**src/rtl/adc_corr_pkg.sv**
```systemverilog
package adc_corr_pkg;
  localparam int CODE_W = 2;

  // Clamp a redundant 1.5-bit stage code: 3 is not legal, use 2.
  function automatic logic [CODE_W-1:0] legalize(input logic [CODE_W-1:0] c);
    return (c == 2'b11) ? 2'b10 : c;
  endfunction
endpackage

```
**src/rtl/adc_corr_delay.sv**
```systemverilog
module adc_corr_delay #(
  parameter int W     = 2,
  parameter int DEPTH = 1
) (
  input  logic         clk,
  input  logic         rst,
  input  logic         en,
  input  logic [W-1:0] d,
  output logic [W-1:0] q
);
  generate
    if (DEPTH == 0) begin : g_pass
      assign q = d;
    end else begin : g_line
      logic [W-1:0] tap [DEPTH];
      logic armed;

      always_ff @(posedge clk) begin
        if (rst) begin
          for (int i = 0; i < DEPTH; i++) tap[i] <= '0;
          armed <= 1'b0;
        end else begin
          armed <= 1'b1;
          if (en) begin
            tap[0] <= d;
            for (int i = 1; i < DEPTH; i++) tap[i] <= tap[i-1];
          end
        end
      end
      assign q = tap[DEPTH-1];

      p_stall_hold_r8: assert property (@(posedge clk) disable iff (rst || !armed)
        !en |=> $stable(q));
    end
  endgenerate
endmodule

```
**src/rtl/adc_corr_sum.sv**
```systemverilog
module adc_corr_sum #(
  parameter  int NSTAGE = 7,
  localparam int OUT_W  = NSTAGE + 1
) (
  input  logic [NSTAGE*2-1:0] codes,
  output logic [OUT_W-1:0]    word
);
  logic [OUT_W:0] acc;

  always_comb begin
    acc = '0;
    for (int i = 0; i < NSTAGE; i++)
      acc = acc + ((OUT_W+1)'(codes[2*i +: 2]) << (NSTAGE - 1 - i));
    word = acc[OUT_W] ? {OUT_W{1'b1}} : acc[OUT_W-1:0];
  end
endmodule

```
**src/rtl/adc_corr_top.sv**
```systemverilog
module adc_corr_top #(
  parameter  int NSTAGE = 7,
  localparam int OUT_W  = NSTAGE + 1,
  localparam int FILL_W = $clog2(NSTAGE)
) (
  input  logic                clk,
  input  logic                rst,
  input  logic                in_valid,
  output logic                in_ready,
  input  logic [NSTAGE*2-1:0] in_codes,
  output logic                out_valid,
  input  logic                out_ready,
  output logic [OUT_W-1:0]    out_data,
  output logic                err_flag
);
  import adc_corr_pkg::*;

  logic                accept, bad, full, armed;
  logic [NSTAGE-1:0]   illegal;
  logic [NSTAGE*2-1:0] clean, aligned;
  logic [OUT_W-1:0]    word;
  logic [FILL_W-1:0]   fill;

  assign in_ready = !out_valid || out_ready;
  assign accept   = in_valid && in_ready;

  genvar g;
  generate
    for (g = 0; g < NSTAGE; g++) begin : g_lane
      if (g < NSTAGE - 1) begin : g_red
        assign illegal[g]      = (in_codes[2*g +: 2] == 2'b11);
        assign clean[2*g +: 2] = legalize(in_codes[2*g +: 2]);
      end else begin : g_flash
        assign illegal[g]      = 1'b0;
        assign clean[2*g +: 2] = in_codes[2*g +: 2];
      end
      adc_corr_delay #(.W(2), .DEPTH(NSTAGE - 1 - g)) u_dly (
        .clk(clk), .rst(rst), .en(accept),
        .d(clean[2*g +: 2]), .q(aligned[2*g +: 2]));
    end
  endgenerate

  assign bad  = |illegal;
  assign full = (fill == FILL_W'(NSTAGE - 1));

  adc_corr_sum #(.NSTAGE(NSTAGE)) u_sum (.codes(aligned), .word(word));

  always_ff @(posedge clk) begin
    if (rst) begin
      out_valid <= 1'b0;
      out_data  <= '0;
      err_flag  <= 1'b0;
      fill      <= '0;
      armed     <= 1'b0;
    end else begin
      armed <= 1'b1;
      if (accept) begin
        out_valid <= full;
        out_data  <= word;
        if (!full) fill <= fill + 1'b1;
      end else if (out_ready) begin
        out_valid <= 1'b0;
      end
      if (accept && bad) err_flag <= 1'b1;
    end
  end

  p_hold_r8: assert property (@(posedge clk) disable iff (rst || !armed)
    out_valid && !out_ready |=> out_valid && $stable(out_data));
  p_rise_r4: assert property (@(posedge clk) disable iff (rst || !armed)
    $rose(out_valid) |-> $past(accept));
  p_err_set_r7: assert property (@(posedge clk) disable iff (rst || !armed)
    accept && bad |=> err_flag);
  p_err_keep_r7: assert property (@(posedge clk) disable iff (rst || !armed)
    err_flag |=> err_flag);
endmodule

```
**config.mk**
```make
export PLATFORM = sky130hd
export DESIGN_NAME = adc_corr_top
export DESIGN_NICKNAME = d
export VERILOG_FILES = /design/src/rtl/adc_corr_pkg.sv /design/src/rtl/adc_corr_delay.sv /design/src/rtl/adc_corr_sum.sv /design/src/rtl/adc_corr_top.sv
export SDC_FILE = /design/constraint.sdc
export NUM_CORES = 1
export LEC_CHECK = 0
export BUFFER_PORTS_ARGS = -buffer_cell sky130_fd_sc_hd__buf_2
export CAP_MARGIN = 10
export CORE_AREA = 10 10 77 79
export CTS_CLUSTER_DIAMETER = 50
export DETAILED_ROUTE_END_ITERATION = 16
export DIE_AREA = 0 0 87 89
export PLACE_DENSITY = 0.74
export SYNTH_ARGS = -nofsm -noshare
export SYNTH_HDL_FRONTEND = slang
export SYNTH_SLANG_ARGS = --single-unit
```
**constraint.sdc**
```tcl
create_clock -name clk -period 6.4 [get_ports clk]
set_input_delay 0.96 -clock clk [delete_from_list [all_inputs] [get_ports clk]]
set_output_delay 0.96 -clock clk [all_outputs]
set_load 0.03 [all_outputs]
```
==> results by group <==
Run status
  • Status: complete, no violations

GRT
  • All-layer global routing usage: 0.104
  • GRT overflow: 0
  • Met3 usage: 0.0337
  • Most Crowded Layer GR: met2
  • First-pass GRT wire length: between 6 and 7 mm
  • Met2 usage: 0.165
  • Initial antenna violation count: 0
  • Global Route met1 Usage: 0.129
  • Largest net degree at the start of global routing: 43
  • Vias in the first global route: 1,401

Floorplanning
  • Full die area: about 7700 µm²
  • Ports: 29
  • Die Y: approximately 90 µm
  • Floorplan core area: roughly 4500 µm²
  • Starting density of the core: 0.519
  • Die Wd: between 80 and 90 µm
  • Row Count: 25

Timing
  • Fin. max-slew vios: 0
  • Pin slew with the least headroom to its limit: between 500 and 600 ps
  • Fin crit share: 0.363
  • Setup TNS: 0 ps
  • Final Hold Viols: 0
  • Final Skew: around 9.0 ps
  • RSZ-0062 raised after global routing: no
  • Minimum clock period: 2330 ps
  • F_max: 430 MHz
  • Slew HR: 0.624
  • Setup violators final: 0

Layout
  • Fill cells: 372
  • Sequential cell area: 1520 µm²
  • Area of the multi-input gates: 791 µm²
  • Layout cells sized above 1: 0.198
  • Antenna diodes: 0
  • Synthesis-to-finish area growth: 12.9%
  • Final net count: between 200 and 250
  • Final non-filler cell area: 2660 µm²

CTS
  • Post-cts sizing count: 0
  • CTS tree: built
  • CTS H-tree depth: 2
  • Num CTS Buffers: 5
  • Clock Latency Late Sink: about 300 ps
  • Setup Buffers After CTS: 0
  • Clk sinks: 55
  • Root Buffer: clkbuf_8
  • Register clock-pin slew on the reported worst setup and hold paths: 90 ps
  • CTS Buffer Depth: 2
  • Cts hold-fix bufs: 0

Drt
  • Antenna viol nets, final: 0
  • DR vias/cell: 5.21
  • 1st-pass router iterations: 3
  • Vias post-DR: between 1,000 and 1,500
  • Residual DRC: 0
  • Routed length per placed instance: 13.7 µm
  • Detailed Route WL: ~3.7 mm
  • Starting DRT DRC Count: 65

Power and ir drop
  • Worst IR drop on VDD: 0.221 mV
  • Pleak: between 1 and 1.5 nW
  • PwrDens: 269 nW/µm²

Run
  • Max cap viols: 0

Hold path
  • Hold path cells: 2
  • Worst hold path type: reg -> reg

Synth
  • Post-synth net total: about 210
  • Sequential area share after synthesis: 0.646
  • Syn Area/Cell: about 13 µm²
  • Yosys reg bits: 55
  • Yosys warns: 0
  • Syn Inst Count: 181
  • Post-synth cell types: 37
  • Netlist Area Pre-Place: roughly 2400 µm²

Critical path
  • CP max FO: 4
  • CP endpoint kind: output pin
  • Crit path DAT: roughly 1400 ps
  • Cells on worst reg2reg path: 5
  • Critical path type: in -> out
  • Critical path launch point type: input pin
  • Required @ worst endpoint: 5440 ps

Placement
  • DPL Wire Length: 2.52 mm
  • RD Place Congestion: approximately 0.74
  • Placement Cell Area: ~2500 µm²
  • Port bufs: 28
==> per-layer routing <==
layer,wire length (µm),up-vias,part of all wire
met3,141,4,0.039
met5,0,-,0
met4,34,0,0.0093
met1,1650,647,0.45
met2,1830,21,0.50
li1,-,713,-
==> worst max-delay path: stages <==
cell and delay [ps]:
buf_2 90, nand2b_4 140, buf_2 170
==> state kept, by name, indices dropped and copies added, names as in the netlist <==
| name | cells |
|---|---|
| out_valid | 1 |
| fill | 3 |
| err_flag | 1 |
| g_lane.u_dly.g_line.tap | 42 |
| out_data | 8 |
==> cell type report <==
class                           count  share of cell area
Clock inverter                      3              0.0165
Inverter                            5             0.00706
Tap cell                           54              0.0254
Timing Repair Buffer               29              0.0555
Sequential cell                    55               0.572
Clock buffer                        5              0.0259
Multi-Input combinational cell    115               0.297
==> cell families after synthesis <==
kind of cell    share of synthesized area
xor+xnor                           0.0112
simple gates                        0.186
buf+inv                            0.0186
fa+ha+maj                          0.0510
flops                               0.646
compound gates                     0.0876
==> final timing paths <==
kind	start	endpoint	slack, ps
min reg2reg	out_data[6]	out_data[6]	460
max	out_ready	in_ready	4070
min	out_data[6]	out_data[6]	460
max reg2reg	out_valid	g_lane[0].u_dly.g_line.tap[0][8]	4510
==> per-stage QoR <==
| stage | instances | util | worst slack (ps) | hold WS (ps) | power [mW] |
|---|---|---|---|---|---|
| 6_report | 266 | 0.586 | 4070 | 459 | 0.714 |
| 4_1_cts | 266 | 0.586 | 4070 | 465 | 0.722 |
| 2_1_floorplan | 181 | - | 3530 | 470 | 0.474 |
| 3_3_place_gp | 258 | 0.561 | 3830 | 459 | 0.494 |
| 5_1_grt | 266 | 0.586 | 3980 | 518 | 0.748 |
| 3_5_place_dp | 258 | 0.561 | 3770 | 445 | 0.497 |
==> cells in the mapped netlist <==
| cell | n | area share |
|---|---|---|
| fa_1 | 1 | 0.0085 |
| nand2_1 | 2 | 0.0032 |
| nand2b_1 | 1 | 0.0027 |
| nand3_1 | 3 | 0.0064 |
| o21a_1 | 2 | 0.0064 |
| xnor2_1 | 1 | 0.0037 |
| nand2_2 | 1 | 0.0027 |
| and4b_1 | 1 | 0.0042 |
| nor2_1 | 16 | 0.025 |
| and3b_1 | 1 | 0.0037 |
| xor2_1 | 2 | 0.0074 |
| a21oi_1 | 6 | 0.013 |
| a22oi_1 | 3 | 0.0096 |
| nand2b_4 | 1 | 0.0058 |
| nor2b_1 | 1 | 0.0027 |
| a211oi_1 | 5 | 0.016 |
| ha_1 | 8 | 0.042 |
| inv_1 | 5 | 0.0080 |
| nor3b_1 | 6 | 0.019 |
| clkbuf_2 | 1 | 0.0021 |
| o21ai_2 | 1 | 0.0037 |
| a21oi_2 | 1 | 0.0037 |
| buf_2 | 1 | 0.0021 |
| clkbuf_1 | 4 | 0.0064 |
| a311oi_1 | 3 | 0.011 |
| dfxtp_1 | 13 | 0.11 |
| a21boi_1 | 1 | 0.0032 |
| and2_1 | 37 | 0.098 |
| a21o_1 | 2 | 0.0064 |
| nor2_4 | 1 | 0.0048 |
| o21ai_0 | 1 | 0.0021 |
| edfxtp_1 | 42 | 0.54 |
| nor3_1 | 2 | 0.0042 |
| o22ai_1 | 1 | 0.0027 |
| o31ai_1 | 2 | 0.0064 |
| o31a_1 | 1 | 0.0037 |
| nand4_1 | 1 | 0.0027 |
==> layout by cell type, fill, tap and decap left out, types with 3 or more instances in the layout <==
master    synthesis  final
edfxtp_1         42     42
and2_1           37     37
buf_2             1     28
nor2_1           16     16
dfxtp_1          13     13
ha_1              8      8
nor3b_1           6      6
a21oi_1           6      6
inv_1             5      5
a211oi_1          5      5
clkbuf_8          0      5
a311oi_1          3      3
nand3_1           3      3
a22oi_1           3      3
==> power by group <==
| part | switching (mW) | leakage (nW) | internal [mW] |
|---|---|---|---|
| clock | 0.110 | 0.0581 | 0.117 |
| sequential | 0.00824 | 0.569 | 0.409 |
| combinational | 0.0437 | 0.473 | 0.0274 |
| total | 0.161 | 1.10 | 0.553 |
Power figures use the tool's default switching activity.
